### config.mk
export PLATFORM = sky130hd
export DESIGN_NAME = alarm_status_irq
export DESIGN_NICKNAME = d
export VERILOG_FILES = /design/src/rtl/alarm_irq_pkg.sv /design/src/rtl/alarm_bit_cell.sv /design/src/rtl/irq_ctrl_fsm.sv /design/src/rtl/alarm_status_irq.sv
export SDC_FILE = /design/constraint.sdc
export NUM_CORES = 1
export LEC_CHECK = 0
export BUFFER_PORTS_ARGS = -buffer_cell sky130_fd_sc_hd__buf_2
export CORE_MARGIN = 1
export CORE_UTILIZATION = 40
export CTS_CLUSTER_SIZE = 20
export DETAILED_ROUTE_END_ITERATION = 10
export PLACE_DENSITY = 0.67
export SLEW_MARGIN = 20
export SYNTH_ARGS = -nofsm -noshare
export SYNTH_HDL_FRONTEND = slang
export SYNTH_SLANG_ARGS = --single-unit
### constraint.sdc
create_clock -name clk -period 1.15 [get_ports clk]
set_input_delay 0.115 -clock clk [delete_from_list [all_inputs] [get_ports clk]]
set_output_delay 0.115 -clock clk [all_outputs]
set_load 0.02 [all_outputs]
### src/rtl/alarm_irq_pkg.sv
package alarm_irq_pkg;
    localparam int N_COND  = 5;
    localparam int N_PULSE = 2;
    localparam int N_BITS  = N_COND + N_PULSE;

    localparam int BIT_TX_SOF = N_COND;
    localparam int BIT_RX_SOF = N_COND + 1;

    typedef enum logic [0:0] {
        IRQ_QUIET  = 1'b0,
        IRQ_RAISED = 1'b1
    } irq_state_t;
endpackage

### src/rtl/alarm_bit_cell.sv
module alarm_bit_cell #(
    parameter bit PERSIST = 1'b1
) (
    input  logic clk,
    input  logic rst_n,
    input  logic live_i,
    input  logic clr_i,
    output logic st_o,
    output logic pend_o
);
    logic evt;
    logic st_q;
    logic pend_q;

    generate
        if (PERSIST) begin : g_level
            logic prev_q;
            always_ff @(posedge clk) begin
                if (!rst_n) prev_q <= 1'b0;
                else        prev_q <= live_i;
            end
            assign evt = live_i ^ prev_q;
        end else begin : g_pulse
            assign evt = live_i;
        end
    endgenerate

    always_ff @(posedge clk) begin
        if (!rst_n) begin
            st_q   <= 1'b0;
            pend_q <= 1'b0;
        end else begin
            st_q   <= live_i | (st_q & ~clr_i);
            pend_q <= evt | (pend_q & ~clr_i);
        end
    end

    assign st_o   = st_q;
    assign pend_o = pend_q;

    // a present source is latched at the next edge
    p_latch_r2: assert property (@(posedge clk) disable iff (!rst_n)
        live_i |=> st_o);
    // a read with the source absent clears the bit
    p_clear_r3: assert property (@(posedge clk) disable iff (!rst_n)
        (clr_i && !live_i) |=> !st_o);
    // any change raises a pending event
    p_event_r5: assert property (@(posedge clk) disable iff (!rst_n)
        evt |=> pend_o);
    // a read with no new event drops the pending flag
    p_pend_clr_r7: assert property (@(posedge clk) disable iff (!rst_n)
        (clr_i && !evt) |=> !pend_o);
endmodule

### src/rtl/irq_ctrl_fsm.sv
module irq_ctrl_fsm
    import alarm_irq_pkg::*;
#(
    parameter int WIDTH = N_BITS
) (
    input  logic             clk,
    input  logic             rst_n,
    input  logic [WIDTH-1:0] pend_i,
    input  logic [WIDTH-1:0] mask_i,
    input  logic             master_en_i,
    output logic             irq_o
);
    irq_state_t state_q, state_d;
    logic       armed;

    assign armed = master_en_i & (|(pend_i & mask_i));

    always_comb begin
        state_d = state_q;
        unique case (state_q)
            IRQ_QUIET:  if (armed)  state_d = IRQ_RAISED;
            IRQ_RAISED: if (!armed) state_d = IRQ_QUIET;
            default:                state_d = IRQ_QUIET;
        endcase
    end

    always_ff @(posedge clk) begin
        if (!rst_n) state_q <= IRQ_QUIET;
        else        state_q <= state_d;
    end

    always_comb begin
        irq_o = (state_q == IRQ_RAISED);
    end

    // master enable low keeps the line low at the next edge
    p_master_gate_r6: assert property (@(posedge clk) disable iff (!rst_n)
        !master_en_i |=> !irq_o);
    // nothing enabled pending keeps the line low at the next edge
    p_mask_gate_r6: assert property (@(posedge clk) disable iff (!rst_n)
        ((pend_i & mask_i) == '0) |=> !irq_o);
endmodule

### src/rtl/alarm_status_irq.sv
module alarm_status_irq
    import alarm_irq_pkg::*;
#(
    parameter int                ADDR_W      = 8,
    parameter int                DATA_W      = 16,
    parameter logic [ADDR_W-1:0] STATUS_ADDR = 8'h12,
    parameter logic [ADDR_W-1:0] MASK_ADDR   = 8'h13
) (
    input  logic              clk,
    input  logic              rst_n,
    input  logic [N_COND-1:0] alarm_i,
    input  logic              tx_sof_i,
    input  logic              rx_sof_i,
    input  logic              master_en_i,
    input  logic              rd_en,
    input  logic              wr_en,
    input  logic [ADDR_W-1:0] addr,
    input  logic [DATA_W-1:0] wdata,
    output logic [DATA_W-1:0] rdata,
    output logic              irq_o
);
    localparam logic [DATA_W-1:0] USED_MASK = DATA_W'((1 << N_BITS) - 1);

    logic [N_BITS-1:0] live;
    logic [N_BITS-1:0] st;
    logic [N_BITS-1:0] pend;
    logic [DATA_W-1:0] mask_q;
    logic [DATA_W-1:0] rdata_q;
    logic              rd_status;
    logic              wr_mask;

    assign rd_status = rd_en && (addr == STATUS_ADDR);
    assign wr_mask   = wr_en && (addr == MASK_ADDR);

    assign live[N_COND-1:0] = alarm_i;
    assign live[BIT_TX_SOF] = tx_sof_i;
    assign live[BIT_RX_SOF] = rx_sof_i;

    generate
        for (genvar i = 0; i < N_BITS; i++) begin : g_cell
            alarm_bit_cell #(
                .PERSIST(i < N_COND)
            ) u_cell (
                .clk    (clk),
                .rst_n  (rst_n),
                .live_i (live[i]),
                .clr_i  (rd_status),
                .st_o   (st[i]),
                .pend_o (pend[i])
            );
        end
    endgenerate

    always_ff @(posedge clk) begin
        if (!rst_n)       mask_q <= '0;
        else if (wr_mask) mask_q <= wdata & USED_MASK;
    end

    always_ff @(posedge clk) begin
        if (!rst_n) begin
            rdata_q <= '0;
        end else if (rd_en) begin
            if (addr == STATUS_ADDR)    rdata_q <= DATA_W'(st);
            else if (addr == MASK_ADDR) rdata_q <= mask_q;
            else                        rdata_q <= '0;
        end
    end

    assign rdata = rdata_q;

    irq_ctrl_fsm #(
        .WIDTH(N_BITS)
    ) u_irq (
        .clk         (clk),
        .rst_n       (rst_n),
        .pend_i      (pend),
        .mask_i      (mask_q[N_BITS-1:0]),
        .master_en_i (master_en_i),
        .irq_o       (irq_o)
    );

    // unused upper bits always read zero
    p_upper_zero_r9: assert property (@(posedge clk) disable iff (!rst_n)
        rdata[DATA_W-1:N_BITS] == '0);
    // an event during a read keeps its status bit
    p_event_wins_r8: assert property (@(posedge clk) disable iff (!rst_n)
        (rd_status && tx_sof_i) |=> st[BIT_TX_SOF]);
endmodule

==> impl_metrics.py, run 1 <==
metrics = {
    "critical_path": {
        "cp-endpoint": "u_irq.irq_o",
        "crit_chain": "a222oi_1 -> a31oi_1",
        "crit_path_end_kind": "flop",
        "timing.rr.start": "mask_q[3]",
        "path_depth": 2,
        "worst-r2r-cell-count": 2,
        "worst_path_dominant_cell_family": "compound AO/OA/AOI/OAI gates",
        "cpPeakStageDelay_ns": 0.34,
        "ff2ff_setup_slack_ns": 0.21,
        "crit_required_ns": 1.34,
        "cp.arrival_ns": 1.13,
        "cp-startpoint": "mask_q[3]",
        "crit_buf_inv": 0,
        "startpoint_type": "flop",
        "critPathMaxFanout": 3,
        "worst_path_max_delay_cell": "dfxtp_1",
        "critPathKind": "flop to flop",
        "r2r_end": "u_irq.irq_o",
    },
    "synthesis": {
        "synthTopCellsByArea": "dfxtp_1, mux2i_1, o21ai_0, nand2_1, buf_4",
        "synth_area_mm2": 0.00146,
        "synth_top_area_share_pct": 46.7,
        "synth.avg_cell_area_um2": 9.40,
        "yosysSeqAreaShare_pct": 46.7,
        "yosysUniqueCellTypes": 24,
        "synth_area_leader_cell": "dfxtp_1",
        "syn-instance-count": 155,
        "ys_ff_latch": 34,
        "yosysWarnings": 0,
    },
    "clock_network": {
        "cts_sinks": 34,
        "cts_tree": "yes",
        "cts-root-buf": "clkbuf_4",
        "hold_buffers": 0,
        "clk-insertion-delay-late_ns": 0.31,
        "cts_buffers": 5,
        "cts_setup_buffers": 0,
        "h-tree-depth": 2,
        "path_clk_slew_ns": 0.09,
        "cts-resized-gates": 0,
        "clk_path_buf_depth": 2,
    },
    "final_layout": {
        "antenna-diode-count": 0,
        "num-fill-cells": 341,
        "final_util_pct": 49.7,
        "finalNetCount": 229,
        "drive_above_1_share_pct": 28.1,
        "area_growth_pct": 16.6,
    },
    "sta": {
        "holdWs_ns": 0.0356,
        "period_share_pct": 82.0,
        "hold_viol_final": 0,
        "finalMaxSlewViolations": 0,
        "rsz0062_at_grt": "false",
        "fmax_mhz": 1060,
        "setup_viol": 0,
        "fin_worst_skew_ns": 0.00301,
        "period_needed_ns": 0.943,
        "fin_tns_setup_ns": 0,
    },
    "floorplanning": {
        "ioPinCount": 53,
        "row_count": 21,
        "core-area_mm2": 0.00342,
        "fp.dieW_um": 62.3,
        "fp.dieH_um": 62.3,
        "start_util_pct": 42.6,
        "dieArea_mm2": 0.00389,
    },
    "global_route": {
        "grt_max_degree": 21,
        "antenna_found_initial": 0,
        "grt_pass1_wl_mm": 4.89,
        "grt_util_met2_pct": 27.6,
        "busiest_layer": "met2",
        "use_met3_pct": 6.25,
        "first_global_vias": 1095,
        "grt.total_usage_pct": 16.3,
        "grt_use_met1_pct": 19.6,
        "grt_overflow": 0,
    },
    "detailed_routing": {
        "drt_iter0_markers": 51,
        "dr.pass1.iters": 4,
        "routed_wl_mm": 2.91,
        "drc": 0,
        "via_per_inst": 4.94,
        "vias": 1176,
        "ant_nets": 0,
        "routedWlPerCell_um": 12.2,
    },
    "worst_hold_path": {
        "min_path_cells": 3,
        "hp-start": "wdata[2]",
        "hp-class": "primary input to flop",
    },
    "power": {
        "leakage_nw": 0.789,
        "p_per_area_mw_per_mm2": 1240,
        "irDropWorstVdd_uv": 691,
    },
    "placement": {
        "numPortBuffers": 34,
        "dp_hpwl_mm": 2.26,
        "gp_congestion": 0.774,
    },
    "run": {
        "maxCapViolCount": 0,
    },
    "outcome": {
        "status": "finished, final reports clean",
    },
}
-- area by class of cell --
class / instances / area, µm² / share of cell area (%)
flip-flops and latches: 34 / 681 / 40.1
multi-input cells: 112 / 678 / 39.9
repair buffers: 40 / 230 / 13.6
well taps: 46 / 57.6 / 3.39
clock buffers: 6 / 51.3 / 3.02
-- power by group --
part | switching [mW] | leakage (nW) | internal, mW
sequential | 0.0230 | 0.280 | 1.23
combinational | 0.141 | 0.479 | 0.0975
clock | 0.341 | 0.0302 | 0.275
total | 0.505 | 0.789 | 1.60
-- worst reg2reg max path: stages (launching register included) --
cell and delay, ns:
dfxtp_1 0.34, a222oi_1 0.34, a31oi_1 0.14
-- kinds of logic (layout without fill, tap and decap cells) --
| logic type | after synthesis | count (layout) | share of synthesized area, % |
|---|---|---|---|
| AND/OR/NAND/NOR | 45 | 45 | 15.9 |
| AO/OA/AOI/OAI | 39 | 39 | 15.7 |
| flip-flops | 34 | 34 | 46.7 |
| buffers and inverters | 17 | 46 | 8.76 |
| multiplexers | 14 | 14 | 9.62 |
| XOR/XNOR | 5 | 5 | 3.01 |
| other | 1 | 9 | 0.257 |
-- through the flow --
step	cells	setup WS, ns	instance area [µm²]	power, mW
2_1_floorplan	163	0.138	1490	1.44
3_5_place_dp	231	0.0287	1640	1.51
5_1_grt	238	0.117	1700	2.24
3_3_place_gp	231	0.0331	1640	1.50
4_1_cts	237	0.199	1690	2.12
6_report	238	0.207	1700	2.10
-- sequential cells by signal (all words and copies together), names as in the netlist --
| signal | cells |
|---|---|
| rdata | 7 |
| u_irq.irq_o | 1 |
| g_cell.u_cell.pend_o | 7 |
| mask_q | 7 |
| g_cell.u_cell.st_o | 7 |
| g_cell.u_cell.g_level.prev_q | 5 |
-- routing by layer --
metal	vias to the layer above	share of wire (%)
li1	590	-
met1	546	44
met2	38	49
met3	2	5.5
met4	0	0.58
met5	-	0
-- layout by cell type (no fill, tap or decap) --
cell,n
nor2b_1,1
a22oi_1,2
nand4_1,1
and2_1,5
a31oi_1,1
o21ai_0,21
a21oi_2,6
nand2_1,22
nand4_4,1
nor2_1,12
nor3_4,1
clkbuf_8,1
clkbuf_4,5
buf_4,4
a21oi_1,8
mux2i_1,14
xor2_1,5
and4bb_4,1
and3_1,1
conb_1,9
buf_2,34
dfxtp_1,34
a222oi_1,1
dlygate4sd3_1,1
buf_12,1
-- synthesized netlist by cell type (all sizes together) --
| master | instances |
|---|---|
| dfxtp | 34 |
| a22oi | 2 |
| a222oi | 1 |
| a21oi | 14 |
| conb | 1 |
| nor3 | 1 |
| and4bb | 1 |
| clkbuf | 3 |
| mux2i | 14 |
| xor2 | 5 |
| and2 | 5 |
| nor2 | 12 |
| and3 | 1 |
| o21ai | 21 |
| nand2 | 22 |
| nand4 | 2 |
| nor2b | 1 |
| buf | 14 |
| a31oi | 1 |
-- worst min-delay path by stage --
stage | end | slack, ns
floorplan | u_irq.irq_o | 0.23
global placement | mask_q[5] | 0.36
detailed placement | u_irq.irq_o | 0.36
CTS | mask_q[2] | 0.02
global route | mask_q[6] | 0.003
finish | mask_q[2] | 0.04
Note: power is estimated with default switching activity, not from simulation.
==> run 2: changes to the inputs <==
--- a/config.mk
+++ b/config.mk
@@ -10,7 +10,7 @@
 export CORE_UTILIZATION = 40
 export CTS_CLUSTER_SIZE = 20
 export DETAILED_ROUTE_END_ITERATION = 10
-export PLACE_DENSITY = 0.67
+export PLACE_DENSITY = 0.69
 export SLEW_MARGIN = 20
 export SYNTH_ARGS = -nofsm -noshare
 export SYNTH_HDL_FRONTEND = slang
==> constraint.sdc (replaced) <==
create_clock -name clk -period 0.85 [get_ports clk]
set_input_delay 0.085 -clock clk [delete_from_list [all_inputs] [get_ports clk]]
set_output_delay 0.085 -clock clk [all_outputs]
set_load 0.02 [all_outputs]
==> run 2 against run 1 <==
Against the previous run: the flow now finishes with violations (setup timing); total power increased by 40%; via count increased by 0.77%; critical path depth unchanged; non-clock buffer count increased by 14; sequential share of layout area decreased by 3.9 points; global-route usage increased by 1.2 points; worst setup slack got worse by 0.28 ns; register-to-register slack got worse by 0.28 ns; hold slack got worse by 0.029 ns; routed wire length increased by 7.9%; sequential cell count unchanged; critical path type unchanged; largest power group unchanged.
==> impl_metrics.py, run 2 (synthesis results as in run 1) <==
metrics = {
    "global_route": {
        "grt_overflow": 0,
        "grt_pass1_wl_mm": 5.27,
        "first_global_vias": 1178,
        "grt.total_usage_pct": 17.5,
        "grt_max_degree": 17,
        "antenna_found_initial": 0,
    },
    "worst_hold_path": {
        "hp-start": "alarm_i[3]",
        "hp-class": "primary input to flop",
        "hold-path-endpoint": "g_cell[3].u_cell.g_level.prev_q",
        "min_path_cells": 2,
    },
    "sta": {
        "fmax_mhz": 1090,
        "max_slew.worst_pin.slew_ns": 0.534,
        "layout_setup_ws_ns": -0.0701,
        "relSlewSlack_pct": 64.3,
        "finalMaxSlewViolations": 0,
        "hold_viol_final": 0,
        "period_needed_ns": 0.920,
        "setup_viol": 9,
        "rsz0062_at_grt": "true",
        "fin_worst_skew_ns": 0.00661,
        "period_share_pct": 108,
    },
    "placement": {
        "gp_congestion": 0.754,
        "numPortBuffers": 34,
        "dpl_cell_area_mm2": 0.00169,
        "dp_cells": 235,
        "dp_hpwl_mm": 2.17,
    },
    "floorplanning": {
        "dieArea_mm2": 0.00389,
        "ioPinCount": 53,
        "fp.dieW_um": 62.3,
        "fp.dieH_um": 62.3,
        "start_util_pct": 42.6,
        "core-area_mm2": 0.00342,
        "row_count": 21,
    },
    "power": {
        "irDropWorstVdd_uv": 868,
        "p_sw_uw": 733,
        "leakage_nw": 0.871,
        "power_frac_clock_pct": 29.8,
        "p_per_area_mw_per_mm2": 1540,
        "intPower_mw": 2.21,
        "p_seq_share_pct": 57.6,
        "p_sw_share_pct": 24.9,
        "finalPower_mw": 2.94,
        "power_frac_comb_pct": 12.6,
    },
    "detailed_routing": {
        "via_per_inst": 4.70,
        "routed_wl_mm": 3.14,
        "ant_nets": 0,
        "vias": 1185,
        "drc": 0,
        "drt_iter0_markers": 22,
        "routedWlPerCell_um": 12.4,
        "dr.pass1.iters": 5,
    },
    "final_layout": {
        "final_util_pct": 56.0,
        "register_area_um2": 692,
        "antenna-diode-count": 0,
        "finalNetCount": 243,
        "area_growth_pct": 31.3,
        "drive_above_1_share_pct": 33.0,
        "fin_cells": 252,
        "final_cell_mix": "buf_2, dfxtp_1, nand2_1",
        "num-fill-cells": 332,
        "final_cell_area_mm2": 0.00191,
        "multi_input_area_um2": 678,
        "final_common_cell": "buf_2",
    },
    "critical_path": {
        "cp.arrival_ns": 1.14,
        "crit_required_ns": 1.07,
        "r2r_end": "u_irq.irq_o",
        "critPathMaxFanout": 2,
        "critPathKind": "flop to flop",
        "ff2ff_setup_slack_ns": -0.07,
        "crit_path_end_kind": "flop",
        "startpoint_type": "flop",
        "cp-startpoint": "g_cell[3].u_cell.pend_o",
        "worst-r2r-cell-count": 2,
        "timing.rr.start": "g_cell[3].u_cell.pend_o",
    },
    "clock_network": {
        "cts_tree": "yes",
        "cts-root-buf": "clkbuf_4",
        "cts_sinks": 34,
        "h-tree-depth": 2,
        "clk_path_buf_depth": 2,
        "clk-insertion-delay-late_ns": 0.33,
        "cts_buffers": 5,
        "path_clk_slew_ns": 0.10,
    },
    "run": {
        "maxCapViolCount": 0,
    },
    "outcome": {
        "status": "finished, violations left",
        "violations": "setup timing",
    },
}
-- run 2: worst max-delay path by stage --
stage	endpoint	slack (ns)	cells past startpoint
final	u_irq.irq_o	-0.07	2
after global routing	u_irq.irq_o	-0.13	2
after CTS	u_irq.irq_o	-0.08	2
after floorplan	g_cell[6].u_cell.pend_o	-0.13	5
after detailed placement	rdata[6]	-0.30	4
after global placement	g_cell[3].u_cell.st_o	-0.23	5
-- run 2: power groups by stage --
stage               Sequential (mW)  Clock (mW)  Combinational, mW
finish                         1.69       0.875              0.371
global route                   1.70       0.955              0.412
floorplan                      1.72           0              0.233
detailed placement             1.73           0              0.333
global placement               1.73           0              0.327
CTS                            1.69       0.902              0.370
-- run 2: repair_timing --
action,CTS,global route
setup endpoints to repair,9,14
pin swaps,2,2
hold buffers,10,0
gates cloned,0,0
setup buffers,1,0
resized for setup,24,4
endpoints found under the hold margin,10,0
-- run 2: area by class of cell --
cell class / instances / area share, %
Clock buffer: 6 / 2.68
Tap cell: 46 / 3.01
Sequential cell: 34 / 36.2
Multi-Input combinational cell: 112 / 35.5
Timing Repair Buffer: 54 / 22.6
-- run 2: per-stage QoR --
stage | TNS (ns) | hold WS (ns) | setup WS [ns]
2_1_floorplan | -1.33 | 0.201 | -0.131
3_3_place_gp | -5.80 | 0.335 | -0.233
3_5_place_dp | -6.09 | 0.332 | -0.300
4_1_cts | -0.414 | 0.000957 | -0.0780
5_1_grt | -0.767 | 0.00214 | -0.128
6_report | -0.313 | 0.00661 | -0.0701
-- run 2: worst max-delay path, stage by stage (launching register included) --
cell and delay, ns:
dfxtp_2 0.34, a222oi_1 0.33, a31oi_1 0.14
-- run 2: metal layers --
metal	up-vias	track usage, %	wire, µm
li1	614	-	-
met1	528	21.3	1480
met2	38	29.1	1460
met3	5	6.43	160
met4	0	4.36	36
met5	-	0	0
==> run 3: changes to the inputs <==
==> constraint.sdc (replaced) <==
create_clock -name clk -period 0.85 [get_ports clk]
set_input_delay 0.17 -clock clk [delete_from_list [all_inputs] [get_ports clk]]
set_output_delay 0.17 -clock clk [all_outputs]
set_load 0.02 [all_outputs]
==> run 3 against run 2 <==
Against the previous run: the run still ends with setup timing left; cell area down 3.5%; count of clock-buffer cells in the layout up 1; worst setup slack worse by 0.048 ns; utilization down 1.9 points; via count down 1.7%; sequential share of layout area up 1.3 points; fmax down 4.9%; clock skew up 0.0021 ns.
==> impl_metrics.py, run 3 (synthesis results as in run 1) <==
metrics = {
    "sta": {
        "fin_worst_skew_ns": 0.00869,
        "period_needed_ns": 0.968,
        "period_share_pct": 114,
        "holdWs_ns": 0.0567,
        "hold_viol_final": 0,
        "layout_setup_ws_ns": -0.118,
        "fmax_mhz": 1030,
        "finalMaxSlewViolations": 0,
        "rsz0062_at_grt": "true",
        "fin_tns_setup_ns": -0.901,
        "setup_viol": 9,
    },
    "critical_path": {
        "worst_path_dominant_cell_family": "flip-flops",
        "crit_buf_inv": 1,
        "crit_path_end_kind": "output pin",
        "r2r_end": "u_irq.irq_o",
        "crit_required_ns": 0.68,
        "crit_chain": "buf_6",
        "ff2ff_setup_slack_ns": -0.02,
        "cp-startpoint": "rdata[0]",
        "path_depth": 1,
        "cp.arrival_ns": 0.80,
        "worst-r2r-cell-count": 2,
        "critPathMaxFanout": 2,
        "cpPeakStageDelay_ns": 0.34,
        "critPathKind": "flop to output pin",
        "cp-endpoint": "rdata[0]",
        "worst_path_max_delay_cell": "dfxtp_2",
        "timing.rr.start": "mask_q[3]",
        "startpoint_type": "flop",
    },
    "global_route": {
        "first_global_vias": 1124,
        "use_met3_pct": 6.80,
        "antenna_found_initial": 0,
        "grt_pass1_wl_mm": 5.02,
        "busiest_layer": "met2",
        "grt_util_met2_pct": 26.5,
        "grt.total_usage_pct": 16.8,
        "grt_overflow": 0,
        "grt_use_met1_pct": 20.5,
        "grt_max_degree": 23,
    },
    "power": {
        "leakage_nw": 0.847,
        "p_per_area_mw_per_mm2": 1600,
        "irDropWorstVdd_uv": 811,
        "finalPower_mw": 2.96,
    },
    "floorplanning": {
        "ioPinCount": 53,
        "dieArea_mm2": 0.00389,
        "fp.dieW_um": 62.3,
        "fp.dieH_um": 62.3,
        "core-area_mm2": 0.00342,
        "row_count": 21,
        "start_util_pct": 42.6,
    },
    "worst_hold_path": {
        "hp-class": "primary input to flop",
    },
    "detailed_routing": {
        "via_per_inst": 4.70,
        "drt_iter0_markers": 52,
        "vias": 1165,
        "dr.pass1.iters": 4,
        "routed_wl_mm": 2.88,
        "ant_nets": 0,
        "drc": 0,
        "routedWlPerCell_um": 11.6,
    },
    "outcome": {
        "violations": "setup timing",
        "status": "finished, violations left",
    },
    "clock_network": {
        "clk_path_buf_depth": 2,
        "h-tree-depth": 2,
        "path_clk_slew_ns": 0.11,
        "hold_buffers": 0,
        "cts-root-buf": "clkbuf_4",
        "cts_sinks": 34,
        "cts_buffers": 5,
        "cts_tree": "yes",
        "clk-insertion-delay-late_ns": 0.33,
    },
    "placement": {
        "gp_congestion": 0.769,
        "dpl_cell_area_mm2": 0.00170,
        "pre_cts_slack_ns": -0.316,
        "numPortBuffers": 34,
        "dp_hpwl_mm": 2.15,
    },
    "final_layout": {
        "final_cell_mix": "buf_2, dfxtp_1, nand2_1",
        "antenna-diode-count": 0,
        "finalNetCount": 237,
        "register_area_um2": 692,
        "num-fill-cells": 311,
        "final_common_cell": "buf_2",
        "area_growth_pct": 26.7,
        "final_cell_area_mm2": 0.00185,
        "multi_input_area_um2": 686,
        "drive_above_1_share_pct": 36.6,
    },
    "run": {
        "maxCapViolCount": 0,
    },
}
-- run 3: cell type report --
| type | instances | area share (%) |
|---|---|---|
| tap | 46 | 3.12 |
| sequential | 34 | 37.5 |
| timing repair buffer | 48 | 19.0 |
| clock inverter | 1 | 0.271 |
| clock buffer | 7 | 2.98 |
| multi-input combinational | 112 | 37.2 |
-- run 3: metrics by stage --
step	std cells	util (%)
2_1_floorplan	163	-
4_1_cts	246	53.3
6_report	248	54.0
5_1_grt	248	54.0
3_5_place_dp	238	49.8
3_3_place_gp	238	49.8
-- run 3: worst min path at each step --
stage | from | to | cells past startpoint
CTS | master_en_i | u_irq.irq_o | 3
global route | wdata[2] | mask_q[2] | 3
detailed placement | wdata[4] | mask_q[4] | 3
floorplan | master_en_i | u_irq.irq_o | 2
finish | master_en_i | u_irq.irq_o | 3
global placement | wdata[4] | mask_q[4] | 3
-- run 3: what timing repair did --
action	4_1_cts	5_1_grt
pin swaps	2	2
setup buffers	0	2
resized for setup	24	5
setup endpoints to repair	9	12
-- run 3: per-layer routing --
layer / routed length [µm] / vias to the layer above / share of wire (%)
met3: 164 / 2 / 5.7
li1: - / 599 / -
met1: 1300 / 526 / 45
met2: 1400 / 38 / 49
met4: 12 / 0 / 0.42
met5: 0 / - / 0
-- run 3: where the power goes --
part           internal (mW)  leakage (nW)  switching (mW)  total (mW)
logic                  0.149         0.527           0.191       0.340
clock network          0.401        0.0353           0.525       0.926
registers               1.66         0.285          0.0347        1.69
total                   2.21         0.847           0.751        2.96
